--- src/rtl/mesi_pkg.sv ---
package mesi_pkg;

  typedef enum logic [1:0] {
    ST_I = 2'd0,
    ST_S = 2'd1,
    ST_E = 2'd2,
    ST_M = 2'd3
  } line_st_e;

  typedef enum logic [1:0] {
    BC_RD  = 2'd0,
    BC_RDX = 2'd1,
    BC_UPG = 2'd2,
    BC_WB  = 2'd3
  } bus_cmd_e;

  // State a held line takes after another core's transaction to it
  function automatic line_st_e snoop_next(line_st_e cur, bus_cmd_e cmd);
    if (cur == ST_I) return ST_I;
    if (cmd == BC_WB) return cur;
    if (cmd == BC_RD) return ST_S;
    return ST_I;
  endfunction

  // State a line is filled with after a read or ownership miss
  function automatic line_st_e fill_state(logic for_store, logic others_hold);
    if (for_store) return ST_M;
    return others_hold ? ST_S : ST_E;
  endfunction

  // Power-on content of memory word a
  function automatic logic [31:0] mem_seed(logic [31:0] a);
    return a * 32'd37 + 32'd11;
  endfunction

endpackage

--- src/rtl/mesi_rr_arbiter.sv ---
module mesi_rr_arbiter #(
  parameter int N = 3
) (
  input  logic         clk,
  input  logic         rst_n,
  input  logic [N-1:0] req,
  output logic [N-1:0] gnt
);
  localparam int PW = (N > 1) ? $clog2(N) : 1;

  logic [PW-1:0] last_q;
  int            pick;

  function automatic int rr_pick(logic [N-1:0] r, int last);
    for (int off = 1; off <= N; off++) begin
      if (r[(last + off) % N]) return (last + off) % N;
    end
    return -1;
  endfunction

  always_comb begin
    pick = rr_pick(req, int'(last_q));
    for (int i = 0; i < N; i++) gnt[i] = (pick == i);
  end

  always_ff @(posedge clk) begin
    if (!rst_n) last_q <= PW'(N - 1);
    else if (|gnt) last_q <= PW'(pick);
  end

endmodule

--- src/rtl/mesi_mem_stub.sv ---
module mesi_mem_stub
  import mesi_pkg::*;
#(
  parameter int ADDR_W = 4,
  parameter int DATA_W = 8
) (
  input  logic              clk,
  input  logic              rst_n,
  input  logic [ADDR_W-1:0] rd_addr,
  output logic [DATA_W-1:0] rd_data,
  input  logic              wr_en,
  input  logic [ADDR_W-1:0] wr_addr,
  input  logic [DATA_W-1:0] wr_data
);
  localparam int DEPTH = 1 << ADDR_W;

  logic [DATA_W-1:0] mem_q [DEPTH];

  assign rd_data = mem_q[rd_addr];

  always_ff @(posedge clk) begin
    if (!rst_n) begin
      for (int i = 0; i < DEPTH; i++) mem_q[i] <= DATA_W'(mem_seed(32'(i)));
    end else if (wr_en) begin
      mem_q[wr_addr] <= wr_data;
    end
  end

endmodule

--- src/rtl/mesi_line_ctrl.sv ---
module mesi_line_ctrl
  import mesi_pkg::*;
#(
  parameter int CORE_ID = 0,
  parameter int NCORE   = 3,
  parameter int NLINE   = 4,
  parameter int ADDR_W  = 4,
  parameter int DATA_W  = 8
) (
  input  logic                     clk,
  input  logic                     rst_n,
  input  logic                     req_valid,
  input  logic                     req_write,
  input  logic [ADDR_W-1:0]        req_addr,
  input  logic [DATA_W-1:0]        req_wdata,
  output logic                     req_done,
  output logic [DATA_W-1:0]        req_rdata,
  output logic                     bus_req,
  output bus_cmd_e                 bus_req_cmd,
  output logic [ADDR_W-1:0]        bus_req_addr,
  output logic [DATA_W-1:0]        bus_req_data,
  input  logic                     bus_gnt,
  input  logic                     bus_valid,
  input  logic [$clog2(NCORE)-1:0] bus_src,
  input  bus_cmd_e                 bus_cmd,
  input  logic [ADDR_W-1:0]        bus_addr,
  input  logic [DATA_W-1:0]        bus_data,
  input  logic                     bus_shared,
  output logic                     snp_hit,
  output logic                     snp_flush,
  output logic [DATA_W-1:0]        snp_data
);
  localparam int IDX_W = $clog2(NLINE);
  localparam int TAG_W = ADDR_W - IDX_W;
  localparam int SRC_W = $clog2(NCORE);

  typedef enum logic [1:0] {CS_IDLE, CS_WORK, CS_ACK} ctl_e;

  ctl_e              cs_q;
  line_st_e          st_q [NLINE];
  logic [TAG_W-1:0]  tg_q [NLINE];
  logic [DATA_W-1:0] dt_q [NLINE];
  logic [ADDR_W-1:0] r_addr;
  logic              r_wr;
  logic [DATA_W-1:0] r_wd;

  function automatic logic [IDX_W-1:0] idx_of(logic [ADDR_W-1:0] a);
    return a[IDX_W-1:0];
  endfunction

  function automatic logic [TAG_W-1:0] tag_of(logic [ADDR_W-1:0] a);
    return a[ADDR_W-1:IDX_W];
  endfunction

  // Own request view
  logic [IDX_W-1:0] cur_idx;
  logic [TAG_W-1:0] cur_tag;
  line_st_e         cur_st;
  logic             cur_match, line_hit, need_wb, need_fill, need_upg, local_ok;

  assign cur_idx   = idx_of(r_addr);
  assign cur_tag   = tag_of(r_addr);
  assign cur_st    = st_q[cur_idx];
  assign cur_match = (tg_q[cur_idx] == cur_tag);
  assign line_hit  = (cur_st != ST_I) && cur_match;
  assign need_wb   = (cur_st == ST_M) && !cur_match;
  assign need_fill = !line_hit && !need_wb;
  assign need_upg  = line_hit && r_wr && (cur_st == ST_S);
  assign local_ok  = line_hit && !need_upg;

  // Snoop view of other cores' transactions
  logic [IDX_W-1:0] snp_idx;
  logic             snp_other, snp_line_hit, local_block;

  assign snp_idx      = idx_of(bus_addr);
  assign snp_other    = bus_valid && (bus_src != SRC_W'(CORE_ID));
  assign snp_line_hit = (st_q[snp_idx] != ST_I) && (tg_q[snp_idx] == tag_of(bus_addr));
  assign snp_hit      = snp_other && (bus_cmd != BC_WB) && snp_line_hit;
  assign snp_flush    = snp_hit && (st_q[snp_idx] == ST_M);
  assign snp_data     = dt_q[snp_idx];
  assign local_block  = snp_other && (snp_idx == cur_idx);

  // Named events
  logic local_go, fill_go, wb_go;

  assign local_go = (cs_q == CS_WORK) && local_ok && !local_block;
  assign bus_req  = (cs_q == CS_WORK) && !local_ok;
  assign fill_go  = bus_gnt && (bus_req_cmd != BC_WB);
  assign wb_go    = bus_gnt && (bus_req_cmd == BC_WB);

  always_comb begin
    if (need_wb) begin
      bus_req_cmd  = BC_WB;
      bus_req_addr = {tg_q[cur_idx], cur_idx};
      bus_req_data = dt_q[cur_idx];
    end else begin
      if (need_fill) bus_req_cmd = r_wr ? BC_RDX : BC_RD;
      else           bus_req_cmd = BC_UPG;
      bus_req_addr = r_addr;
      bus_req_data = r_wd;
    end
  end

  always_ff @(posedge clk) begin
    if (!rst_n) begin
      cs_q      <= CS_IDLE;
      req_done  <= 1'b0;
      req_rdata <= '0;
      r_addr    <= '0;
      r_wr      <= 1'b0;
      r_wd      <= '0;
      for (int i = 0; i < NLINE; i++) begin
        st_q[i] <= ST_I;
        tg_q[i] <= '0;
        dt_q[i] <= '0;
      end
    end else begin
      req_done <= 1'b0;
      case (cs_q)
        CS_IDLE: begin
          if (req_valid) begin
            r_addr <= req_addr;
            r_wr   <= req_write;
            r_wd   <= req_wdata;
            cs_q   <= CS_WORK;
          end
        end
        CS_WORK: begin
          if (local_go) begin
            if (r_wr) begin
              dt_q[cur_idx] <= r_wd;
              st_q[cur_idx] <= ST_M;
            end else begin
              req_rdata <= dt_q[cur_idx];
            end
            req_done <= 1'b1;
            cs_q     <= CS_ACK;
          end else if (fill_go) begin
            case (bus_req_cmd)
              BC_RD: begin
                st_q[cur_idx] <= fill_state(1'b0, bus_shared);
                tg_q[cur_idx] <= cur_tag;
                dt_q[cur_idx] <= bus_data;
                req_rdata     <= bus_data;
              end
              BC_RDX: begin
                st_q[cur_idx] <= fill_state(1'b1, bus_shared);
                tg_q[cur_idx] <= cur_tag;
                dt_q[cur_idx] <= r_wd;
              end
              default: begin
                st_q[cur_idx] <= ST_M;
                dt_q[cur_idx] <= r_wd;
              end
            endcase
            req_done <= 1'b1;
            cs_q     <= CS_ACK;
          end else if (wb_go) begin
            st_q[cur_idx] <= ST_I;
          end
        end
        default: begin
          if (!req_valid) cs_q <= CS_IDLE;
        end
      endcase
      if (snp_hit) st_q[snp_idx] <= snoop_next(st_q[snp_idx], bus_cmd);
    end
  end

  assert_done_pulse_R11: assert property (@(posedge clk) disable iff (!rst_n)
    req_done |=> !req_done);

  assert_read_shares_R5: assert property (@(posedge clk) disable iff (!rst_n)
    (snp_hit && bus_cmd == BC_RD) |=> (st_q[$past(snp_idx)] == ST_S));

  assert_own_invalidates_R8: assert property (@(posedge clk) disable iff (!rst_n)
    (snp_hit && bus_cmd != BC_RD) |=> (st_q[$past(snp_idx)] == ST_I));

  assert_grant_completes_R6: assert property (@(posedge clk) disable iff (!rst_n)
    (bus_gnt && bus_req_cmd != BC_WB) |=> req_done);

endmodule

--- src/rtl/mesi_coherence_cluster.sv ---
module mesi_coherence_cluster
  import mesi_pkg::*;
#(
  parameter int NCORE  = 3,
  parameter int NLINE  = 4,
  parameter int ADDR_W = 4,
  parameter int DATA_W = 8
) (
  input  logic                     clk,
  input  logic                     rst_n,
  input  logic [NCORE-1:0]         req_valid,
  input  logic [NCORE-1:0]         req_write,
  input  logic [NCORE*ADDR_W-1:0]  req_addr,
  input  logic [NCORE*DATA_W-1:0]  req_wdata,
  output logic [NCORE-1:0]         req_done,
  output logic [NCORE*DATA_W-1:0]  req_rdata,
  output logic                     bus_valid,
  output logic [$clog2(NCORE)-1:0] bus_src,
  output logic [1:0]               bus_cmd,
  output logic [ADDR_W-1:0]        bus_addr,
  output logic [DATA_W-1:0]        bus_data,
  output logic                     bus_shared,
  output logic                     bus_flush
);
  localparam int SRC_W = $clog2(NCORE);

  logic [NCORE-1:0]  breq, gnt, shr_vec, fl_vec;
  bus_cmd_e          bcmd  [NCORE];
  logic [ADDR_W-1:0] baddr [NCORE];
  logic [DATA_W-1:0] bdata [NCORE];
  logic [DATA_W-1:0] sdata [NCORE];

  bus_cmd_e          cmd_i;
  logic [DATA_W-1:0] wd_sel, fl_data, mem_rd;
  logic              mem_we;

  mesi_rr_arbiter #(.N(NCORE)) u_arb (
    .clk  (clk),
    .rst_n(rst_n),
    .req  (breq),
    .gnt  (gnt)
  );

  always_comb begin
    bus_src  = '0;
    cmd_i    = BC_RD;
    bus_addr = '0;
    wd_sel   = '0;
    fl_data  = '0;
    for (int i = 0; i < NCORE; i++) begin
      if (gnt[i]) begin
        bus_src  = SRC_W'(i);
        cmd_i    = bcmd[i];
        bus_addr = baddr[i];
        wd_sel   = bdata[i];
      end
      if (fl_vec[i]) fl_data = fl_data | sdata[i];
    end
  end

  assign bus_valid  = |gnt;
  assign bus_cmd    = cmd_i;
  assign bus_shared = |shr_vec;
  assign bus_flush  = |fl_vec;
  assign bus_data   = (cmd_i == BC_WB) ? wd_sel : (bus_flush ? fl_data : mem_rd);
  assign mem_we     = bus_valid && ((cmd_i == BC_WB) || bus_flush);

  mesi_mem_stub #(.ADDR_W(ADDR_W), .DATA_W(DATA_W)) u_mem (
    .clk    (clk),
    .rst_n  (rst_n),
    .rd_addr(bus_addr),
    .rd_data(mem_rd),
    .wr_en  (mem_we),
    .wr_addr(bus_addr),
    .wr_data(bus_data)
  );

  for (genvar g = 0; g < NCORE; g++) begin : g_core
    mesi_line_ctrl #(
      .CORE_ID(g),
      .NCORE  (NCORE),
      .NLINE  (NLINE),
      .ADDR_W (ADDR_W),
      .DATA_W (DATA_W)
    ) u_ctl (
      .clk         (clk),
      .rst_n       (rst_n),
      .req_valid   (req_valid[g]),
      .req_write   (req_write[g]),
      .req_addr    (req_addr[g*ADDR_W +: ADDR_W]),
      .req_wdata   (req_wdata[g*DATA_W +: DATA_W]),
      .req_done    (req_done[g]),
      .req_rdata   (req_rdata[g*DATA_W +: DATA_W]),
      .bus_req     (breq[g]),
      .bus_req_cmd (bcmd[g]),
      .bus_req_addr(baddr[g]),
      .bus_req_data(bdata[g]),
      .bus_gnt     (gnt[g]),
      .bus_valid   (bus_valid),
      .bus_src     (bus_src),
      .bus_cmd     (cmd_i),
      .bus_addr    (bus_addr),
      .bus_data    (bus_data),
      .bus_shared  (bus_shared),
      .snp_hit     (shr_vec[g]),
      .snp_flush   (fl_vec[g]),
      .snp_data    (sdata[g])
    );
  end

  assert_one_txn_R12: assert property (@(posedge clk) disable iff (!rst_n)
    $onehot0(gnt));

  assert_one_owner_R7: assert property (@(posedge clk) disable iff (!rst_n)
    $countones(fl_vec) <= 1);

  assert_wb_unshared_R10: assert property (@(posedge clk) disable iff (!rst_n)
    (bus_valid && cmd_i == BC_WB) |-> (!bus_shared && !bus_flush));

endmodule

--- config.mk ---
export PLATFORM = sky130hd
export DESIGN_NAME = mesi_coherence_cluster
export DESIGN_NICKNAME = d
export VERILOG_FILES = /design/src/rtl/mesi_pkg.sv /design/src/rtl/mesi_rr_arbiter.sv /design/src/rtl/mesi_mem_stub.sv /design/src/rtl/mesi_line_ctrl.sv /design/src/rtl/mesi_coherence_cluster.sv
export SDC_FILE = /design/constraint.sdc
export NUM_CORES = 1
export LEC_CHECK = 0
export BUFFER_PORTS_ARGS = -buffer_cell sky130_fd_sc_hd__buf_4
export CELL_PAD_IN_SITES_DETAIL_PLACEMENT = 1
export CELL_PAD_IN_SITES_GLOBAL_PLACEMENT = 2
export CORE_MARGIN = 8
export CORE_UTILIZATION = 45
export CTS_CLUSTER_DIAMETER = 100
export DETAILED_ROUTE_END_ITERATION = 8
export GPL_TIMING_DRIVEN = 0
export PLACE_DENSITY = 0.9
export RECOVER_POWER = 50
export SLEW_MARGIN = 20
export SYNTH_ARGS = -nofsm -noshare
export SYNTH_HDL_FRONTEND = slang
export SYNTH_HIERARCHICAL = 1
export SYNTH_SLANG_ARGS = --single-unit
--- constraint.sdc ---
create_clock -name clk -period 16.94 [get_ports clk]
set_input_delay 3.388 -clock clk [delete_from_list [all_inputs] [get_ports clk]]
set_output_delay 3.388 -clock clk [all_outputs]
set_load 0.01 [all_outputs]
==> summary.md, run 1 <==
| Metric | Value |
|---|---|
| Status | finished, violations left |
| Failing checks | max-capacitance violations, max-slew violations |
| Layout cells sized above 1 | 19.32% |
| HP Class | flip-flop to flip-flop |
| Violation count after the first detailed-routing iteration | 1294 |
| Clock sink count | 352 |
| Top Ports | 90 |
| Worst setup SP type | flip-flop |
| Num rows | 75 |
| Sequential share of the synthesized area | 51.24% |
| Netlist Area Pre-Place | 19070 sq um |
| GRT Overall Usage | 25.37% |
| IO buf count | 89 |
| Drt first pass iters | 6 |
| Period minus WS final | 14690 ps |
| Register bit total from synthesis | 352 |
| Mapped Nets | 1652 |
| Final wirelength | 63310 um |
| Max-slew headroom | -33.45% |
| Fmax | 68.09 MHz |
| GPL Wtd Cong | 0.8962 |
| Final nets | 1791 |
| Critical path peak fanout | 14 |
| Vias per cell | 6.227 |
| Clock transition at path regs | 60 ps |
| Total Power | 0.003003 W |
| Initial antenna violation count | 2 |
| Starting Density | 45.55% |
| Die W | 221.8 um |
| Tcrit/Tclk final | 86.69% |
| Hold-fix buffers, CTS | 0 |
| Final Hold Vio Count | 0 |
| Setup bufs post-CTS | 0 |
| Ys async rst share | 0% |
| Die Y | 221.8 um |
| Crit end category | primary output |
| Critical path type | flip-flop to primary output |
| Die Footprint | 49210 sq um |
| Least-Margin Pin Slew | 1981 ps |
| Clk_skew | 20.57 ps |
| Yosys warnings | 6 |
| Post-DP HPWL | 46100 um |
| Endpoints failing setup | 0 |
| Post-synth EDFFs | 272 |
| Arr. time, crit path | 11300 ps |
| DRC viols | 0 |
| Drt wl/cell | 27.42 um |
| Peak supply drop | 0.08302 mV |
| Max clock buf depth | 3 |
| Post-CTS sizing | 0 |
| Area Growth Syn to Fin | 13.38% |
| CTS tree | yes |
| First-pass GRT wire length | 95680 um |
| Core area | 41850 sq um |
| Pwr/cell area | 138.9 nW/um^2 |
| Mapped Cells | 1599 |
| WP data required | 13550 ps |
| Setup_tns | 0 ps |
| Core Util, Final | 51.65% |
| Vias in the first global route | 15600 |
| Main synth FF type | edfxtp_1 |
| Cell variety after synth | 94 |
| Root Driver | clkbuf_16 |
| Syn Area/Cell | 11.92 sq um |
| Clock latency on the worst-skew pair | 570 ps |
| # diodes | 0 |
| Post-DRT Antenna Nets | 0 |
| Max-cap violations | 5 |
| LEAKAGE | 7.473 nW |
| Max Slew Vio Count | 42 |
| TritonCTS buffer count | 40 |
| H-tree Lvls | 2 |
| Fillcell total | 4437 |
| Vias | 14380 |
| Unrepaired setup endpoints after global routing | no |
| GRT Residual Overflow | 0 |
| Largest net degree at the start of global routing | 17 |
worst max-delay path: stages (launching register included):
cell and delay, ps:
dfxtp_1 410, clkbuf_1 610, mux4_2 430, a21oi_1 280
o21a_1 320, clkbuf_1 390, nor2_1 130, maj3_1 390
a2111o_1 450, a211oi_1 520, and2_0 650, buf_6 240
clkbuf_1 400, a22oi_1 170, o21ai_0 1520, clkbuf_1 650
mux4_2 600, xnor2_1 180, nand2_1 90, a2111oi_2 400
buf_4 250, and3_1 240, clkbuf_1 380, nor3_2 190
nand2_1 140, nand2_1 70, mux2_4 410, buf_4 200
where the power goes:
part           internal, W  switching [W]
sequential        0.000993      0.0000453
clock             0.000526       0.000357
combinational     0.000353       0.000729
stage by stage:
stage	hold WS (ps)	cell area, sq um	cells	setup WS (ps)
finish	448.6	21620	2309	2254
global route	475.1	21620	2309	1835
CTS	452.7	21850	2309	4011
detailed placement	442.6	20510	2235	4678
global placement	441.7	20410	2227	3604
floorplan	446.5	19070	1599	6604
cells in the mapped netlist, types with 10 or more instances:
cell	count	area, sq um
a211oi_1	14	105.1
a21boi_0	16	120.1
a21oi_1	43	215.2
a21oi_2	11	96.34
a22oi_1	28	210.2
and2_1	62	387.9
and3_1	10	62.56
buf_1	13	48.80
buf_2	19	95.09
buf_4	16	120.1
clkbuf_1	62	232.7
dfxtp_1	80	1602
edfxtp_1	272	8168
inv_1	39	146.4
mux2_2	30	337.8
mux2i_1	43	430.4
mux4_2	103	2320
nand2_1	181	679.4
nand2b_1	33	206.5
nand3_1	19	95.09
nor2_1	142	533.0
nor2b_1	18	112.6
nor3_1	43	215.2
o211ai_1	13	97.59
o21ai_0	62	310.3
o221ai_1	12	105.1
or3_1	37	231.5
xor2_1	10	87.58
state kept, by name (all words and copies together) (netlist names), named ones only:
register and flops:
g_core.u_ctl/r_addr 12, u_arb/last_q 2, g_core.u_ctl/req_done 3, g_core.u_ctl/cs_q 6
g_core.u_ctl/req_rdata 24, g_core.u_ctl/r_wr 3, g_core.u_ctl/r_wd 24, u_mem/mem_q 128
g_core.u_ctl/tg_q 24, g_core.u_ctl/dt_q 96, g_core.u_ctl/st_q 24
cells by family after synthesis:
| family | after synthesis | synth area share (%) |
|---|---|---|
| and+or+nand+nor | 591 | 15.42 |
| buffers and inverters | 159 | 3.885 |
| muxes | 185 | 16.96 |
| DFF | 352 | 51.24 |
| xor gates and xnor gates | 20 | 1.057 |
| adders and majority gates | 10 | 0.6497 |
| AOI/OAI and AO/OA | 282 | 10.78 |
cell type report:
type / instances / area [sq um] / area share, %
Inverter: 41 / 153.9 / 0.7119
Tap cell: 539 / 674.4 / 3.120
Multi-Input combinational cell: 1088 / 8493 / 39.29
Clock inverter: 17 / 142.6 / 0.6598
Clock buffer: 57 / 1204 / 5.568
Timing Repair Buffer: 97 / 615.6 / 2.848
Buffer: 118 / 564.3 / 2.610
Sequential cell: 352 / 9769 / 45.19
layout by cell type, fill, tap and decap left out, types with 19 or more instances in the layout:
cell,synthesis,final
edfxtp_1,272,272
nand2_1,181,181
nor2_1,142,143
clkbuf_1,62,114
mux4_2,103,103
dfxtp_1,80,80
buf_4,16,71
and2_1,62,59
o21ai_0,62,51
a21oi_1,43,46
clkbuf_16,0,44
nor3_1,43,44
mux2i_1,43,43
inv_1,39,40
or3_1,37,37
nand2b_1,33,33
mux2_2,30,30
a22oi_1,28,28
nand3_1,19,19
final timing paths:
kind | start | to | slack [ps] | cells past startpoint
worst max-delay path | flip-flop | bus_data[7] | 2250 | 27
worst max register to register | flip-flop | u_mem/mem_q[0][1] | 4060 | 27
worst min register to register | g_core[1].u_ctl/req_rdata[7] | g_core[1].u_ctl/req_rdata[7] | 450 | 2
worst min-delay path | g_core[1].u_ctl/req_rdata[7] | g_core[1].u_ctl/req_rdata[7] | 450 | 2
metal layers:
metal	share of wire [%]	GRT usage, %	up-vias	wire length (um)
li1	-	-	6304	-
met1	38	30.23	7339	24310
met2	50	43.36	578	31350
met3	7.1	5.396	157	4511
met4	5.0	12.32	0	3140
met5	0	0	-	0
No activity file was read; power rests on OpenSTA's default activity.
==> run 2, diff against run 1 <==
- CORE_UTILIZATION: 45 -> 46
- PLACE_DENSITY: 0.9 -> 0.91
==> run 2 against run 1 <==
First-iteration DRC count grew 7.1%. Largest cell class unchanged. Sequential power hardly changed. Clock power is 4.9% lower. Global-route usage grew 0.73 points. The flow still finishes with violations (max-capacitance violations, max-slew violations). Power fell by 1.5%. Design area decreased by 0.53%. Clock skew grew 6.0 ps. Die area down 2.0%. Setup slack better by 40 ps.
==> summary.md, run 2 (synthesized netlist as in run 1, its figures left out) <==
| Metric | Value |
|---|---|
| Status | finished, violations left |
| Failing checks | max-capacitance violations, max-slew violations |
| Area Growth Syn to Fin | 12.78% |
| IO buf count | 89 |
| Clock transition at path regs | 60 ps |
| Critical path peak fanout | 14 |
| Max-cap violations | 5 |
| Worst path depth | 27 |
| Final wirelength | 63260 um |
| Post-DRT Antenna Nets | 0 |
| Unrepaired setup endpoints after global routing | no |
| LEAKAGE | 7.411 nW |
| Die Y | 219.6 um |
| Largest net degree at the start of global routing | 17 |
| NetSw | 0.001137 W |
| Initial antenna violation count | 1 |
| Number of flip-flops in the largest register | 128 |
| Switching power share of the total | 38.46% |
| First-pass GRT wire length | 94650 um |
| WP data required | 13550 ps |
| Non-filler instance count after layout | 2300 |
| CP max stage cell | o21ai_0 |
| Biggest cell delay along the critical path | 1430 ps |
| Post-CTS sizing | 0 |
| Num rows | 74 |
| Clock power frac | 28.4% |
| WHS | 452.6 ps |
| CP delay by family, top | compound AO/OA/AOI/OAI gates |
| Vias in the first global route | 15370 |
| Most frequent cells in the layout | edfxtp_1 (272), nand2_1 (181), nor2_1 (143) |
| Critical path type | flip-flop to primary output |
| Pwr/cell area | 137.5 nW/um^2 |
| CP Buf/Inv Count | 8 |
| Endpoints failing setup | 0 |
| Clk_skew | 26.54 ps |
| Internal Power | 0.001820 W |
| Vias | 14570 |
| Most used cell, CP | clkbuf_1 |
| Core Util, Final | 52.66% |
| CP Capture Point | bus_data[7] |
| HP Class | flip-flop to flip-flop |
| # diodes | 0 |
| GPL Wtd Cong | 0.8960 |
| Final nets | 1790 |
| GRT Residual Overflow | 0 |
| Hold-fix buffers, CTS | 0 |
| Drt first pass iters | 5 |
| TritonCTS buffer count | 39 |
| Top flop regs | u_mem/mem_q x128, g_core.u_ctl/dt_q x96 |
| Clock latency on the worst-skew pair | 590 ps |
| RR Endpoint | u_mem/mem_q[0][4] |
| Final Hold Vio Count | 0 |
| Die W | 219.6 um |
| Period minus WS final | 14650 ps |
| Top Ports | 90 |
| DRC viols | 0 |
| Placed insts | 2228 |
| Arr. time, crit path | 11260 ps |
| Max-slew headroom | -24.78% |
| Logic pwr share | 36.5% |
| Core area | 40830 sq um |
| Share of power burned in registers | 35.1% |
| Fmax | 68.28 MHz |
| Tcrit/Tclk final | 86.46% |
| H-tree Lvls | 2 |
| Crit end category | primary output |
| Starting Density | 46.69% |
| Vias per cell | 6.337 |
| Setup bufs post-CTS | 0 |
| Post-DP HPWL | 45770 um |
| Root Driver | clkbuf_16 |
| Peak supply drop | 0.07569 mV |
| Layout cells sized above 1 | 19.12% |
| GRT Overall Usage | 26.11% |
| Die Footprint | 48220 sq um |
| Most flop-heavy register | u_mem/mem_q |
| Clock sink count | 352 |
| Worst Reg2Reg Path Length in Cells | 27 |
| Max Slew Vio Count | 50 |
| CTS tree | yes |
| Worst setup SP type | flip-flop |
| Setup_tns | 0 ps |
| Drt wl/cell | 27.51 um |
| FF-to-FF setup slack | 4040 ps |
| Violation count after the first detailed-routing iteration | 1386 |
| Least-Margin Pin Slew | 1852 ps |
| Most common cell after layout, fill and taps aside | edfxtp_1 |
| Max clock buf depth | 3 |
==> run 2: worst min-delay path by stage <==
stage | slack [ps] | to | depth (start not counted) | start
6_report | 450 | g_core[1].u_ctl/req_rdata[0] | 2 | g_core[1].u_ctl/req_rdata[0]
5_1_grt | 480 | g_core[1].u_ctl/req_rdata[0] | 2 | g_core[1].u_ctl/req_rdata[0]
4_1_cts | 460 | g_core[1].u_ctl/req_rdata[0] | 2 | g_core[1].u_ctl/req_rdata[0]
3_5_place_dp | 450 | g_core[1].u_ctl/req_rdata[3] | 2 | g_core[1].u_ctl/req_rdata[3]
3_3_place_gp | 440 | g_core[1].u_ctl/req_rdata[7] | 2 | g_core[1].u_ctl/req_rdata[7]
2_1_floorplan | 450 | g_core[1].u_ctl/r_wd[0] | 2 | g_core[1].u_ctl/r_wd[0]
==> run 2: stage by stage <==
step,cell area [sq um],setup WS [ps],power [W]
finish,21500,2294,0.002957
global route,21500,1938,0.003056
CTS,21740,4086,0.002983
detailed placement,20490,4765,0.002143
global placement,20400,3687,0.002105
floorplan,19070,6604,0.001692
==> run 2: final cells by class <==
type | count | area [sq um]
buffer | 118 | 563.0
clock buffer | 54 | 1062
clock inverter | 18 | 182.7
fill | 4299 | 19330
inverter | 41 | 153.9
multi-input combinational | 1088 | 8493
sequential | 352 | 9769
tap | 532 | 665.6
timing repair buffer | 97 | 611.8
==> run 2: worst register-to-register path: cells and delay by family, from the launching register on <==
| family | cells | cell delay (ps) |
|---|---|---|
| AO/OA/AOI/OAI | 8 | 4470 |
| AND/OR/NAND/NOR | 8 | 3110 |
| buffers and inverters | 7 | 3010 |
| multiplexers | 2 | 1060 |
| adder cells (fa/ha/maj) | 1 | 390 |
| flip-flops | 1 | 380 |
| XOR/XNOR | 1 | 150 |
==> run 2: per-layer routing <==
metal / global-route usage [%] / vias to the layer above / share of wire, %
met5: 0 / - / 0.021
met4: 11.95 / 2 / 4.8
met3: 5.279 / 164 / 8.1
met2: 44.07 / 674 / 49
met1: 32.05 / 7439 / 38
li1: - / 6295 / -
==> run 2: power groups by stage <==
stage | sequential [W] | clock [W] | combinational, W
CTS | 0.00104 | 0.000850 | 0.00109
finish | 0.00104 | 0.000840 | 0.00108
global placement | 0.00105 | 0 | 0.00105
global route | 0.00104 | 0.000880 | 0.00113
floorplan | 0.00105 | 0 | 0.000646
detailed placement | 0.00106 | 0 | 0.00109
